## config.mk

```make
export PLATFORM = sky130hd
export DESIGN_NAME = shpwm_top
export DESIGN_NICKNAME = d
export VERILOG_FILES = /design/src/rtl/shpwm_pkg.sv /design/src/rtl/shpwm_regbank.sv /design/src/rtl/shpwm_counter.sv /design/src/rtl/shpwm_outstage.sv /design/src/rtl/shpwm_top.sv
export SDC_FILE = /design/constraint.sdc
export NUM_CORES = 1
export LEC_CHECK = 0
export BUFFER_PORTS_ARGS = -buffer_cell sky130_fd_sc_hd__clkbuf_2
export CAP_MARGIN = 20
export CORE_ASPECT_RATIO = 1.5
export CORE_MARGIN = 2
export CORE_UTILIZATION = 49
export CTS_BUF_LIST = sky130_fd_sc_hd__clkbuf_2
export DETAILED_ROUTE_END_ITERATION = 7
export PLACE_DENSITY = 0.73
export SLEW_MARGIN = 5
export SYNTH_ARGS = -nofsm -noshare
export SYNTH_HDL_FRONTEND = slang
export SYNTH_SLANG_ARGS = --single-unit
```

## constraint.sdc

```tcl
create_clock -name clk -period 2.5 [get_ports clk]
set_input_delay 0.125 -clock clk [delete_from_list [all_inputs] [get_ports clk]]
set_output_delay 0.125 -clock clk [all_outputs]
set_load 0.01 [all_outputs]
```

## src/rtl/shpwm_pkg.sv

```systemverilog
package shpwm_pkg;
    typedef enum logic [1:0] {
        SEL_ACT_PRD = 2'b00,
        SEL_ACT_CMP = 2'b01,
        SEL_SHD_PRD = 2'b10,
        SEL_SHD_CMP = 2'b11
    } wsel_e;

    localparam int unsigned NUM_REGS = 2;
endpackage

```

## src/rtl/shpwm_regbank.sv

```systemverilog
module shpwm_regbank #(
    parameter int unsigned W = 32
) (
    input  logic         clk,
    input  logic         rst_n,
    input  logic         wr_act,
    input  logic         wr_shd,
    input  logic [W-1:0] wr_data,
    input  logic         xfer,
    input  logic         load_live,
    output logic [W-1:0] act_o,
    output logic [W-1:0] shd_o,
    output logic [W-1:0] live_o
);
    typedef struct packed {
        logic [W-1:0] act;
        logic [W-1:0] shd;
        logic [W-1:0] live;
    } state_t;

    state_t s_d, s_q;

    always_comb begin
        s_d = s_q;
        if (wr_act || wr_shd) begin
            s_d.shd = wr_data;
        end
        if (wr_act) begin
            s_d.act = wr_data;
        end else if (xfer) begin
            s_d.act = s_d.shd;
        end
        if (load_live) begin
            s_d.live = s_d.act;
        end
    end

    always_ff @(posedge clk or negedge rst_n) begin
        if (!rst_n) begin
            s_q <= '0;
        end else begin
            s_q <= s_d;
        end
    end

    assign act_o  = s_q.act;
    assign shd_o  = s_q.shd;
    assign live_o = s_q.live;

    AST_MIRROR_SHADOW: assert property (@(posedge clk) disable iff (!rst_n)
        wr_act |=> (act_o == shd_o));

    AST_SHADOW_DEFERS: assert property (@(posedge clk) disable iff (!rst_n)
        (wr_shd && !xfer) |=> $stable(act_o));

    AST_LIVE_HELD: assert property (@(posedge clk) disable iff (!rst_n)
        !load_live |=> $stable(live_o));
endmodule

```

## src/rtl/shpwm_counter.sv

```systemverilog
module shpwm_counter #(
    parameter int unsigned W = 32
) (
    input  logic         clk,
    input  logic         rst_n,
    input  logic         en,
    input  logic [W-1:0] prd_i,
    output logic [W-1:0] cnt_o,
    output logic         match_o
);
    typedef struct packed {
        logic [W-1:0] cnt;
    } state_t;

    state_t s_d, s_q;

    assign match_o = en && (s_q.cnt == prd_i);

    always_comb begin
        s_d = s_q;
        if (!en || match_o) begin
            s_d.cnt = '0;
        end else begin
            s_d.cnt = s_q.cnt + 1'b1;
        end
    end

    always_ff @(posedge clk or negedge rst_n) begin
        if (!rst_n) begin
            s_q <= '0;
        end else begin
            s_q <= s_d;
        end
    end

    assign cnt_o = s_q.cnt;

    AST_CNT_IN_RANGE: assert property (@(posedge clk) disable iff (!rst_n)
        cnt_o <= prd_i);

    AST_WRAP_TO_ZERO: assert property (@(posedge clk) disable iff (!rst_n)
        match_o |=> (cnt_o == '0));

    AST_IDLE_HOLDS_ZERO: assert property (@(posedge clk) disable iff (!rst_n)
        !en |=> (cnt_o == '0));
endmodule

```

## src/rtl/shpwm_outstage.sv

```systemverilog
module shpwm_outstage #(
    parameter int unsigned W = 32
) (
    input  logic         en,
    input  logic         pol,
    input  logic [W-1:0] cnt_i,
    input  logic [W-1:0] cmp_i,
    output logic         pwm_o
);
    logic active_d;

    always_comb begin
        active_d = en && (cnt_i < cmp_i);
        pwm_o    = active_d ^ pol;
    end
endmodule

```

## src/rtl/shpwm_top.sv

```systemverilog
module shpwm_top #(
    parameter int unsigned W = 32
) (
    input  logic         clk,
    input  logic         rst_n,
    input  logic         en,
    input  logic         pol,
    input  logic         wr_en,
    input  logic [1:0]   wr_sel,
    input  logic [W-1:0] wr_data,
    output logic         pwm_out
);
    import shpwm_pkg::*;

    localparam int unsigned IDX_PRD = 0;
    localparam int unsigned IDX_CMP = 1;

    logic [W-1:0] act_q  [NUM_REGS];
    logic [W-1:0] shd_q  [NUM_REGS];
    logic [W-1:0] live_q [NUM_REGS];
    logic [W-1:0] cnt_q;
    logic         match;
    logic         load_live;

    assign load_live = match || !en;

    for (genvar g = 0; g < NUM_REGS; g++) begin : g_bank
        logic wr_act_d, wr_shd_d;
        always_comb begin
            wr_act_d = wr_en && (wr_sel == {1'b0, 1'(g)});
            wr_shd_d = wr_en && (wr_sel == {1'b1, 1'(g)});
        end
        shpwm_regbank #(.W(W)) u_bank (
            .clk       (clk),
            .rst_n     (rst_n),
            .wr_act    (wr_act_d),
            .wr_shd    (wr_shd_d),
            .wr_data   (wr_data),
            .xfer      (match),
            .load_live (load_live),
            .act_o     (act_q[g]),
            .shd_o     (shd_q[g]),
            .live_o    (live_q[g])
        );
    end

    shpwm_counter #(.W(W)) u_cnt (
        .clk     (clk),
        .rst_n   (rst_n),
        .en      (en),
        .prd_i   (live_q[IDX_PRD]),
        .cnt_o   (cnt_q),
        .match_o (match)
    );

    shpwm_outstage #(.W(W)) u_out (
        .en    (en),
        .pol   (pol),
        .cnt_i (cnt_q),
        .cmp_i (live_q[IDX_CMP]),
        .pwm_o (pwm_out)
    );

    AST_FULL_DUTY: assert property (@(posedge clk) disable iff (!rst_n)
        (en && ({1'b0, live_q[IDX_CMP]} > {1'b0, live_q[IDX_PRD]})) |-> (pwm_out != pol));

    AST_ZERO_DUTY: assert property (@(posedge clk) disable iff (!rst_n)
        (en && live_q[IDX_CMP] == '0) |-> (pwm_out == pol));

    AST_IDLE_LEVEL: assert property (@(posedge clk) disable iff (!rst_n)
        !en |-> (pwm_out == pol));

    AST_PRD_INDEPENDENT: assert property (@(posedge clk) disable iff (!rst_n)
        (wr_en && wr_sel == 2'b11) |=> $stable(shd_q[IDX_PRD]));
endmodule

```

[Word level (Yosys, flattened, before mapping)]
Index checks and enable logic that the tools add are counted.
Word-level totals
  logic and storage cells: 32
  output and inout port bits: 1
  bits of input ports: 39
  latch bits: 0
  memories kept: 0
  ROM bits: 0
  bits in writable memories: 0
  flip-flop bits (word level): 224
Cells by class
  divide/modulo/power cells: 0
  equality and inequality tests: 4
  add/sub/neg operators: 1
  multiplexer cells: 7
  magnitude comparators: 1
  multiply operators: 0
  reduce and logical (&&, ||, !) cells: 11
  shift operators: 0
  bitwise operators: 1
Operators with widths (number)
  $mux 32: 7
  $add 32x1->32 const B: 1
  $eq 32x32->1: 1
  $lt 32x32->1: 1
  $logic_and 1x1->1: 6
  $eq 2x2->1 const B: 2
  $logic_or 1x1->1: 3
  $eq 2x1->1 const B: 1
  $logic_not 2->1: 1
  $logic_not 1->1: 1
  $xor 1x1->1: 1

[Depth between registers and ports, before layout]
Gate-level depths: netlist of run 1.
  depth after elaboration: 6
  gate-level depth with buffers: 9
  mapped depth without buffers: 8

[Modules after synthesis]
From an unflattened synthesis of run 1, not the netlist that was laid out.
Unflattened totals
  cells, all modules: 1054
  area, all modules: 11009.3 µm²
Modules (own cells, without submodules)
  shpwm_regbank: seq. area each 2402.3 µm², area an instance 3992.6 µm², times used 2, cells each 355
  shpwm_counter: seq. area each 800.8 µm², area an instance 2179.6 µm², times used 1, cells each 226
  shpwm_outstage: seq. area each 0.0 µm², area an instance 800.8 µm², times used 1, cells each 113
  shpwm_top: seq. area each 0.0 µm², area an instance 43.8 µm², times used 1, cells each 5

[Worst setup path after synthesis of run 1]
Ideal clock, no wire load.
  path type: register to output
  start: reg u_cnt.s_q (netlist bit u_cnt.cnt_o[27])
  end: out pwm_out
  data arrival time: 1849 ps
  required time: 2375 ps
  cell stages (with the launch flop): 7
  path slack: 526 ps
  path buffers: 0
  path through: dfrtp_1 ha_1 nand4_1 or4_1 o2111ai_1 a21o_1 xnor2_1
Between the ends
  word-level cells in the longest chain between the ends: 3
Ends and longest elaborated chain
  start: declaration: RTL line shpwm_counter.sv:15  | state_t s_d, s_q;
  start signal: assignment: RTL line shpwm_counter.sv:30  | s_q <= '0;
  start signal: assignment: RTL line shpwm_counter.sv:32  | s_q <= s_d;
  $lt 32x32->1: RTL line shpwm_outstage.sv:13  | active_d = en && (cnt_i < cmp_i);
  $logic_and 1x1->1: RTL line shpwm_outstage.sv:13
  $xor 1x1->1: RTL line shpwm_outstage.sv:14  | pwm_o = active_d ^ pol;
  end: declaration: RTL line shpwm_top.sv:11  | output logic pwm_out
No other way between the ends.

[Worst setup path after layout of run 1]
  start: reg g_bank[1].u_bank.s_q (netlist bit g_bank[1].u_bank.live_o[29])
  end: out pwm_out
Between the ends
  word-level cells in the longest chain between the ends: 3
Ends and longest elaborated chain
  start: declaration: RTL line shpwm_regbank.sv:21  | state_t s_d, s_q;
  start signal: assignment: RTL line shpwm_regbank.sv:40  | s_q <= '0;
  start signal: assignment: RTL line shpwm_regbank.sv:42  | s_q <= s_d;
  $lt 32x32->1: RTL line shpwm_outstage.sv:13
  $logic_and 1x1->1: RTL line shpwm_outstage.sv:13
  $xor 1x1->1: RTL line shpwm_outstage.sv:14
No other way between the ends.

==> flow_metrics.py, run 1 <==
metrics = {
    "clocking": {
        "cts_htree_levels": 2,
        "tritoncts": "done",
        "clkSinkCount": 224,
        "clk_path_buf_depth": 3,
        "cts_buffers": 53,
        "clk_pin_slew_ns": 0.11,
        "cts_root_buf": "clkbuf_2",
        "clk-insertion-delay-late_ns": 0.83,
    },
    "worst_setup_path": {
        "crit_slowest_cell": "or4_4",
        "crit_path_max_incr_delay_ns": 0.58,
        "path_cells": "inv_1 -> ha_1 -> nand4_1 -> or4_4 -> o2111ai_2 -> a21o_1 -> xnor2_1 -> buf_2",
        "path_class": "flip-flop to primary output",
        "worst-path-max-fanout": 2,
        "start_kind": "flip-flop",
        "endpoint_kind": "primary output",
        "cp.required_ns": 2.38,
        "cp.arrival_ns": 2.93,
    },
    "pwr": {
        "vdd_drop_max_v": 0.000386,
        "finalPower_mw": 8.08,
        "swShare_pct": 30.7,
        "p_clk_share_pct": 28.8,
        "p_leak_nw": 6.11,
        "p_per_area_nw_per_um2": 618,
        "p_comb_share_pct": 17.4,
        "p_sw_mw": 2.48,
        "power_frac_seq_pct": 53.7,
        "internal_power_mw": 5.60,
    },
    "grt": {
        "grt_first_pass_wirelength_mm": 44.1,
        "grt_pass1_vias": 8839,
        "overflow": 0,
        "grt_usage_pct": 22.6,
        "grt_start_max_net_pins": 97,
        "antenna_found_initial": 1,
    },
    "layout": {
        "stdcell_count": 1525,
        "layout-drive-gt1-share_pct": 20.5,
        "finish.net_count": 1270,
        "areaGrowthSynthToFinish_pct": 15.7,
        "utilization_pct": 57.3,
    },
    "synthesis": {
        "synth.area.top_cells": "dfrtp_1, nor2_1, mux2i_1",
        "synth.top_cell.area_share_pct": 49.6,
        "ys_seq_elements": 224,
        "synth_cells": 1080,
        "synth_nets": 1151,
        "synth.largest_area_cell": "dfrtp_1",
        "ys_async_sr_fraction_pct": 100,
        "synth_cell_types": 44,
        "yosysSeqAreaShare_pct": 49.6,
        "avgSynthCellArea_um2": 10.5,
        "syn_area_um2": 11300,
        "yosysWarnings": 0,
        "synth_ff_type": "dfrtp_1",
        "ys_top_cells_by_count": "dfrtp_1, nor2_1, nand2_1",
        "yosysMostFrequentCell": "dfrtp_1",
        "synth_edf_count": 0,
    },
    "sta": {
        "rsz0062_at_grt": "yes",
        "clock_skew_ns": 0.0752,
        "worstMarginPinSlew_ns": 0.717,
        "finalCritPeriodShare_pct": 122,
        "max_slew_margin_pct": 51.6,
        "layout_min_cycle_time_ns": 3.06,
        "fmax_mhz": 327,
        "setup_ws_ns": -0.556,
        "final-max-slew-violation-count": 0,
        "hold_viol": 0,
        "fin_tns_setup_ns": -0.556,
        "finalSetupViolCount": 1,
    },
    "routing": {
        "routedWlPerCell_um": 17.8,
        "routed_wl_mm": 27.2,
        "drtAntennaViolNets": 0,
        "drt_iter0_drc": 441,
        "viasPerCell": 5.71,
        "drcViolationCount": 0,
        "vias": 8711,
        "firstDrtPassIters": 5,
    },
    "die": {
        "die_area_um2": 24300,
        "die-height_um": 190,
        "initial_utilization_pct": 49.5,
        "die_w_um": 128,
        "core_um2": 22800,
        "rows": 68,
        "pin_count": 40,
    },
    "place": {
        "port_buffers": 39,
        "hpwl_mm": 17.3,
        "dp_cells": 1364,
        "place_congestion": 0.867,
        "post-place-ws_ns": 0.174,
    },
    "min_path": {
        "hold_class": "primary input to flip-flop",
    },
    "status": {
        "status": "finished with violations",
        "violations": "setup timing",
    },
    "flow_run": {
        "drv_cap": 0,
    },
}
path summary, 6_finish.rpt:
path	slack (ns)	to	start	depth (start not counted)
worst min-delay path	0.11	g_bank[1].u_bank.act_o[18]	wr_data[18]	4
min in group asynchronous	0.38	g_bank[0].u_bank.shd_o[18]	rst_n	3
max in group asynchronous	1.23	g_bank[0].u_bank.shd_o[1]	rst_n	4
worst min register to register	0.50	g_bank[1].u_bank.live_o[27]	g_bank[1].u_bank.live_o[27]	1
worst max register to register	0.02	g_bank[0].u_bank.live_o[12]	u_cnt.cnt_o[18]	8
worst max-delay path	-0.56	pwm_out	g_bank[1].u_bank.live_o[29]	8
worst max-delay path: cells and delay by family (launching register included):
kind,cells,cell delay (ns)
and+or+nand+nor,2,0.76
DFF,1,0.37
AOI/OAI and AO/OA,2,0.35
adders and majority gates,1,0.30
buffers and inverters,2,0.20
xor gates and xnor gates,1,0.13
power groups by stage:
stage | Clock (mW) | Sequential, mW | Combinational, mW
after global placement | 0 | 4.39 | 1.28
after floorplan | 0 | 4.33 | 0.918
final | 2.33 | 4.34 | 1.41
after global routing | 2.59 | 4.40 | 1.58
after CTS | 2.42 | 4.34 | 1.41
after detailed placement | 0 | 4.41 | 1.33
kinds of logic after synthesis:
| group | after synthesis | share of synthesized area, % |
|---|---|---|
| simple gates | 307 | 11.7 |
| fa+ha+maj | 32 | 3.55 |
| flops | 224 | 49.6 |
| mux | 128 | 12.1 |
| compound gates | 223 | 13.8 |
| buf+inv | 105 | 4.58 |
| xor+xnor | 61 | 4.73 |
sequential cells by signal, summed over array words and instances (netlist names):
| register | flops |
|---|---|
| u_cnt.cnt_o | 32 |
| g_bank.u_bank.shd_o | 64 |
| g_bank.u_bank.live_o | 64 |
| g_bank.u_bank.act_o | 64 |
placed cells by master, fill, tap and decap left out, drive strengths merged, types with 2 or more instances in the layout:
cell | netlist | layout
a211oi | 2 | 2
clkbuf | 34 | 117
xnor2 | 45 | 45
buf | 34 | 54
o21ai | 70 | 70
o311ai | 64 | 64
clkinv | 0 | 20
mux2 | 64 | 64
o21a | 66 | 66
nor3 | 4 | 4
a21oi | 12 | 12
nand2b | 3 | 3
a21o | 4 | 4
dfrtp | 224 | 224
nand3 | 15 | 15
xor2 | 16 | 16
and4 | 3 | 3
and3 | 2 | 2
ha | 32 | 32
dlygate4sd3 | 0 | 40
mux2i | 64 | 64
nand4 | 23 | 23
or3 | 2 | 2
nand2 | 78 | 78
nor2 | 171 | 171
inv | 37 | 38
through the flow:
| stage | cell area (um^2) | hold slack (ns) |
|---|---|---|
| floorplan | 11300 | -0.171 |
| global placement | 11900 | 0.146 |
| detailed placement | 11900 | 0.149 |
| CTS | 13000 | 0.0445 |
| global route | 13100 | 0.0769 |
| finish | 13100 | 0.109 |
per-layer routing:
| metal | vias up | track usage (%) | wire [um] |
|---|---|---|---|
| met5 | - | 0 | 0 |
| li1 | 4097 | - | - |
| met2 | 202 | 40.1 | 14200 |
| met4 | 0 | 9.97 | 865 |
| met1 | 4350 | 26.9 | 11000 |
| met3 | 62 | 3.71 | 1090 |
final cells by class:
type / instances / area (um^2)
antenna: 1 / 2.50
clock buffer: 79 / 395
clock inverter: 21 / 85.1
fill: 1954 / 9730
inverter: 37 / 139
multi-input combinational: 751 / 5310
sequential: 224 / 5610
tap: 280 / 350
timing repair buffer: 132 / 1180
what timing repair did:
item,in CTS,in global routing
pin swaps,6,6
endpoints found under the setup margin,1,26
hold buffers,40,0
gates cloned,0,1
endpoints found under the hold margin,416,0
buffers inserted,16,3
resized for setup,12,12
No activity file was read; power rests on OpenSTA's default activity.
==> run 2: changes to the inputs <==
Settings changed: CORE_UTILIZATION 49 to 55, CTS_BUF_LIST sky130_fd_sc_hd__clkbuf_2 to default, PLACE_DENSITY 0.73 to 0.8.
==> run 2 against run 1 <==
  * Count of clock-buffer cells in the layout down 48
  * The run still ends with setup timing left
  * Maximum frequency rose by 12%
  * Clock skew shrank 0.044 ns
  * Sequential power about the same
==> flow_metrics.py, run 2 (same netlist as run 1, synthesis figures left out) <==
metrics = {
    "grt": {
        "met2_usage_pct": 44.7,
        "grt_pass1_vias": 8902,
        "overflow": 0,
        "grt_start_max_net_pins": 97,
        "antenna_found_initial": 0,
        "grt.busiest_layer": "met2",
        "globalRouteMet3Util_pct": 4.06,
        "grt_usage_pct": 25.6,
        "grt_first_pass_wirelength_mm": 45.0,
        "use_met1_pct": 31.4,
    },
    "die": {
        "initial_utilization_pct": 55.7,
        "core_um2": 20300,
        "die_w_um": 121,
        "die-height_um": 179,
        "die_area_um2": 21700,
        "pin_count": 40,
        "rows": 64,
    },
    "routing": {
        "viasPerCell": 5.98,
        "vias": 8564,
        "drcViolationCount": 0,
        "firstDrtPassIters": 7,
        "drt_iter0_drc": 655,
        "routedWlPerCell_um": 18.9,
        "routed_wl_mm": 27.0,
        "drtAntennaViolNets": 0,
    },
    "worst_setup_path": {
        "start_kind": "flip-flop",
        "cp.required_ns": 2.38,
        "worst-path-max-fanout": 2,
        "path_class": "flip-flop to primary output",
        "cp.arrival_ns": 2.59,
        "endpoint_kind": "primary output",
    },
    "clocking": {
        "clk_path_buf_depth": 3,
        "cts_buffers": 22,
        "cts_htree_levels": 1,
        "clk-insertion-delay-late_ns": 0.53,
        "clkSinkCount": 224,
        "clk_pin_slew_ns": 0.06,
        "tritoncts": "done",
        "cts_root_buf": "clkbuf_16",
    },
    "sta": {
        "finalSetupViolCount": 1,
        "setup_ws_ns": -0.220,
        "layout_min_cycle_time_ns": 2.72,
        "final-max-slew-violation-count": 0,
        "max_slew_margin_pct": 54.4,
        "hold_slack_ns": 0.181,
        "hold_viol": 0,
        "fmax_mhz": 368,
        "clock_skew_ns": 0.0312,
        "rsz0062_at_grt": "yes",
        "finalCritPeriodShare_pct": 109,
        "worstMarginPinSlew_ns": 0.676,
    },
    "place": {
        "place_congestion": 0.836,
        "post-place-ws_ns": 0.155,
        "port_buffers": 39,
        "hpwl_mm": 17.2,
        "dp_cells": 1342,
    },
    "flow_run": {
        "drv_cap": 0,
    },
    "min_path": {
        "hold_class": "primary input to asynchronous set/reset pin",
    },
    "layout": {
        "finish.net_count": 1225,
        "layout_common_cells": "dfrtp_1, nor2_1, nand2_1",
        "areaGrowthSynthToFinish_pct": 15.7,
        "nFillCells": 1530,
        "final_common_cell": "dfrtp_1",
        "utilization_pct": 64.5,
        "layout-drive-gt1-share_pct": 16.4,
        "antennaDiodeCount": 0,
        "stdcell_count": 1431,
    },
    "pwr": {
        "vdd_drop_max_v": 0.000675,
        "p_per_area_nw_per_um2": 687,
        "p_leak_nw": 6.01,
    },
    "status": {
        "status": "finished with violations",
        "violations": "setup timing",
    },
}
[run 2: cell count changes in the layout (fill, tap and decap cells not counted), sizes merged]
cell,change
buf,-7
clkbuf,-48
dlygate4sd3,-7
clkinv,-17
bufinv,+1
diode,-1
clkinvlp,+1
[run 2: through the flow]
stage          total power, mW  area [um^2]  setup TNS (ns)
2_1_floorplan             5.25        11300               0
4_1_cts                   9.03        13000          -0.208
3_3_place_gp              5.67        11800               0
6_report                  8.98        13100          -0.220
5_1_grt                   9.41        13100          -0.289
3_5_place_dp              5.74        11800               0
[run 2: layer usage]
layer	part of all wire, %	up-vias
met2	52	231
met4	3.6	0
met5	0	-
met3	4.5	71
met1	40	4300
li1	-	3962
[run 2: critical path, stage by stage (launching register included)]
cell	delay (ns)
dfrtp_1	0.37
inv_1	0.06
ha_1	0.29
nand4_1	0.16
or4_4	0.57
o2111ai_2	0.18
a21o_1	0.18
xnor2_1	0.13
clkbuf_2	0.15
[run 2: final timing paths]
check                                             from                           to  slack, ns  cells after the start
setup / recovery           g_bank[1].u_bank.live_o[26]                      pwm_out      -0.22                      8
hold / removal                                   rst_n   g_bank[1].u_bank.shd_o[20]       0.18                      2
setup reg to reg                       u_cnt.cnt_o[27]  g_bank[0].u_bank.live_o[12]       0.06                      8
hold reg to reg            g_bank[1].u_bank.live_o[14]  g_bank[1].u_bank.live_o[14]       0.49                      1
max in group asynchronous                        rst_n   g_bank[1].u_bank.shd_o[28]       1.52                      3
min in group clk                             wr_sel[0]    g_bank[0].u_bank.act_o[9]       0.22                      4
[run 2: where the power goes]
group | switching (mW) | internal [mW]
registers | 0.257 | 4.10
clock network | 1.40 | 1.82
logic | 0.755 | 0.649
[run 2: repair_timing]
item	4_1_cts	5_1_grt
hold buffers	33	0
gates resized for setup	11	3
pin swaps	5	3
endpoints found under the setup margin	1	30
buffers inserted	16	3
endpoints found under the hold margin	203	0
[run 2: layout make-up]
| class | instances | area [um^2] | share of cell area, % |
|---|---|---|---|
| Clock inverter | 6 | 72.6 | 0.555 |
| Tap cell | 264 | 330 | 2.53 |
| Sequential cell | 224 | 5610 | 42.9 |
| Clock buffer | 31 | 614 | 4.70 |
| Multi-Input combinational cell | 751 | 5250 | 40.1 |
| Timing Repair Buffer | 118 | 1060 | 8.08 |
| Inverter | 37 | 139 | 1.06 |
==> run 3: changes to the inputs <==
Settings changed: GPL_TIMING_DRIVEN from default to 0.
==> run 3 against run 2 <==
  * The run still ends with setup timing left
  * Critical path depth shrank 1
  * Clock skew is 0.015 ns lower
  * Non-clock buffer count rose by 44
  * Global-route usage increased by 3.2 points
  * Combinational power up 4%
  * Clock power grew 10%
  * Count of clock-buffer cells in the layout fell by 1
  * Sequential cell count unchanged
  * Die area did not move
  * Routed wire length grew 15%
  * Sequential power barely moved
  * Critical endpoint unchanged
==> flow_metrics.py, run 3 (same netlist as run 1, synthesis figures left out) <==
metrics = {
    "layout": {
        "fin_area_um2": 13300,
        "multi_input_area_um2": 5300,
        "final_common_cell": "dfrtp_1",
        "areaGrowthSynthToFinish_pct": 17.9,
        "finish.net_count": 1269,
        "layout-drive-gt1-share_pct": 18.0,
        "nFillCells": 1496,
        "layout_common_cells": "dfrtp_1, nor2_1, nand2_1",
        "antennaDiodeCount": 0,
        "regArea_um2": 5620,
    },
    "sta": {
        "hold_viol": 0,
        "setup_ws_ns": -0.258,
        "final-max-slew-violation-count": 0,
        "worstMarginPinSlew_ns": 0.731,
        "clock_skew_ns": 0.0166,
        "fmax_mhz": 363,
        "finalSetupViolCount": 1,
        "hold_slack_ns": 0.136,
        "finalCritPeriodShare_pct": 110,
        "layout_min_cycle_time_ns": 2.76,
        "rsz0062_at_grt": "yes",
        "max_slew_margin_pct": 51.2,
    },
    "clocking": {
        "tritoncts": "done",
        "cts_htree_levels": 1,
        "cts_buffers": 22,
        "clk_pin_slew_ns": 0.06,
        "clkSinkCount": 224,
        "cts_root_buf": "clkbuf_16",
        "clk_path_buf_depth": 3,
        "clk-insertion-delay-late_ns": 0.52,
    },
    "grt": {
        "grt_start_max_net_pins": 106,
        "grt_first_pass_wirelength_mm": 49.2,
        "overflow": 0,
        "antenna_found_initial": 0,
        "grt_pass1_vias": 9261,
        "grt_usage_pct": 28.8,
    },
    "routing": {
        "routed_wl_mm": 31.0,
        "drt_iter0_drc": 811,
        "viasPerCell": 6.11,
        "routedWlPerCell_um": 21.0,
        "drcViolationCount": 0,
        "drtAntennaViolNets": 0,
        "vias": 9037,
        "firstDrtPassIters": 5,
    },
    "worst_setup_path": {
        "endpoint_kind": "primary output",
        "crit_slowest_cell": "or4_4",
        "start_kind": "flip-flop",
        "worst-path-max-fanout": 6,
        "crit_path_max_incr_delay_ns": 0.58,
        "path_cells": "ha_4 -> nand4_1 -> or4_4 -> o2111ai_2 -> a21o_1 -> xnor2_1 -> buf_2",
        "cp.required_ns": 2.38,
        "path_class": "flip-flop to primary output",
        "cp.arrival_ns": 2.63,
    },
    "pwr": {
        "vdd_drop_max_v": 0.000478,
        "p_per_area_nw_per_um2": 703,
        "p_leak_nw": 6.08,
    },
    "min_path": {
        "hold_class": "primary input to asynchronous set/reset pin",
    },
    "place": {
        "place_congestion": 0.928,
        "hpwl_mm": 21.0,
        "placed_area_um2": 11900,
        "post-place-ws_ns": -0.00975,
        "port_buffers": 39,
    },
    "status": {
        "status": "finished with violations",
        "violations": "setup timing",
    },
    "die": {
        "rows": 64,
        "die-height_um": 179,
        "die_w_um": 121,
        "core_um2": 20300,
        "pin_count": 40,
        "initial_utilization_pct": 55.7,
        "die_area_um2": 21700,
    },
    "flow_run": {
        "drv_cap": 0,
    },
}
## run 3: cell types whose count changed in the layout (fill, tap and decap cells not counted), sizes merged
cell and change:
buf +9, bufinv +2, clkbuf +34, clkinv +4, clkinvlp -1, inv -1
## run 3: power by group
| part | switching, mW | total [mW] | leakage (nW) | internal [mW] |
|---|---|---|---|---|
| Combinational | 0.803 | 1.45 | 3.00 | 0.644 |
| Clock | 1.43 | 3.55 | 0.388 | 2.12 |
| Sequential | 0.265 | 4.36 | 2.70 | 4.10 |
| Total | 2.50 | 9.36 | 6.08 | 6.86 |
## run 3: area by class of cell
cell class,count,area share (%)
buffer,68,3.04
sequential,224,42.2
timing repair buffer,94,5.55
multi-input combinational,751,39.8
inverter,37,1.04
clock buffer,30,4.82
clock inverter,10,1.02
tap,264,2.48
## run 3: final timing paths
check,cells past startpoint,endpoint,slack [ns],startpoint
hold / removal,2,g_bank[1].u_bank.shd_o[18],0.14,rst_n
max in group asynchronous,4,u_cnt.cnt_o[26],1.15,rst_n
hold reg to reg,1,g_bank[1].u_bank.live_o[6],0.49,g_bank[1].u_bank.live_o[6]
setup reg to reg,8,g_bank[0].u_bank.live_o[2],0.11,u_cnt.cnt_o[27]
min in group clk,4,g_bank[0].u_bank.shd_o[31],0.25,wr_en
setup / recovery,7,pwm_out,-0.26,u_cnt.cnt_o[18]
## run 3: worst max-delay path: cells and delay by family (launching register included)
family,cells,cell delay (ns)
simple gates,2,0.70
xor+xnor,1,0.13
flops,1,0.48
buf+inv,1,0.14
fa+ha+maj,1,0.29
compound gates,2,0.38
## run 3: metal layers
layer / wire (um) / global-route usage (%) / share of wire [%]
met1: 11800 / 35.5 / 38
met5: 0 / 0 / 0
met4: 1810 / 16.0 / 5.8
met3: 1590 / 3.01 / 5.1
met2: 15700 / 48.9 / 51
## run 3: repair_timing
item	CTS	global route
hold buffers	33	0
pin swaps	6	6
setup endpoints to repair	2	25
setup buffers	10	10
resized for setup	20	25
endpoints found under the hold margin	186	0
## run 3: metrics by stage
step	TNS, ns	power (mW)	std cells	utilization, %
after floorplan	0	5.25	1080	-
after global placement	-699.64	5.66	1383	58.3
after detailed placement	-0.00975	5.75	1385	58.6
after CTS	-0.250	9.33	1468	64.9
after global routing	-0.363	9.73	1478	65.7
final	-0.258	9.36	1478	65.7
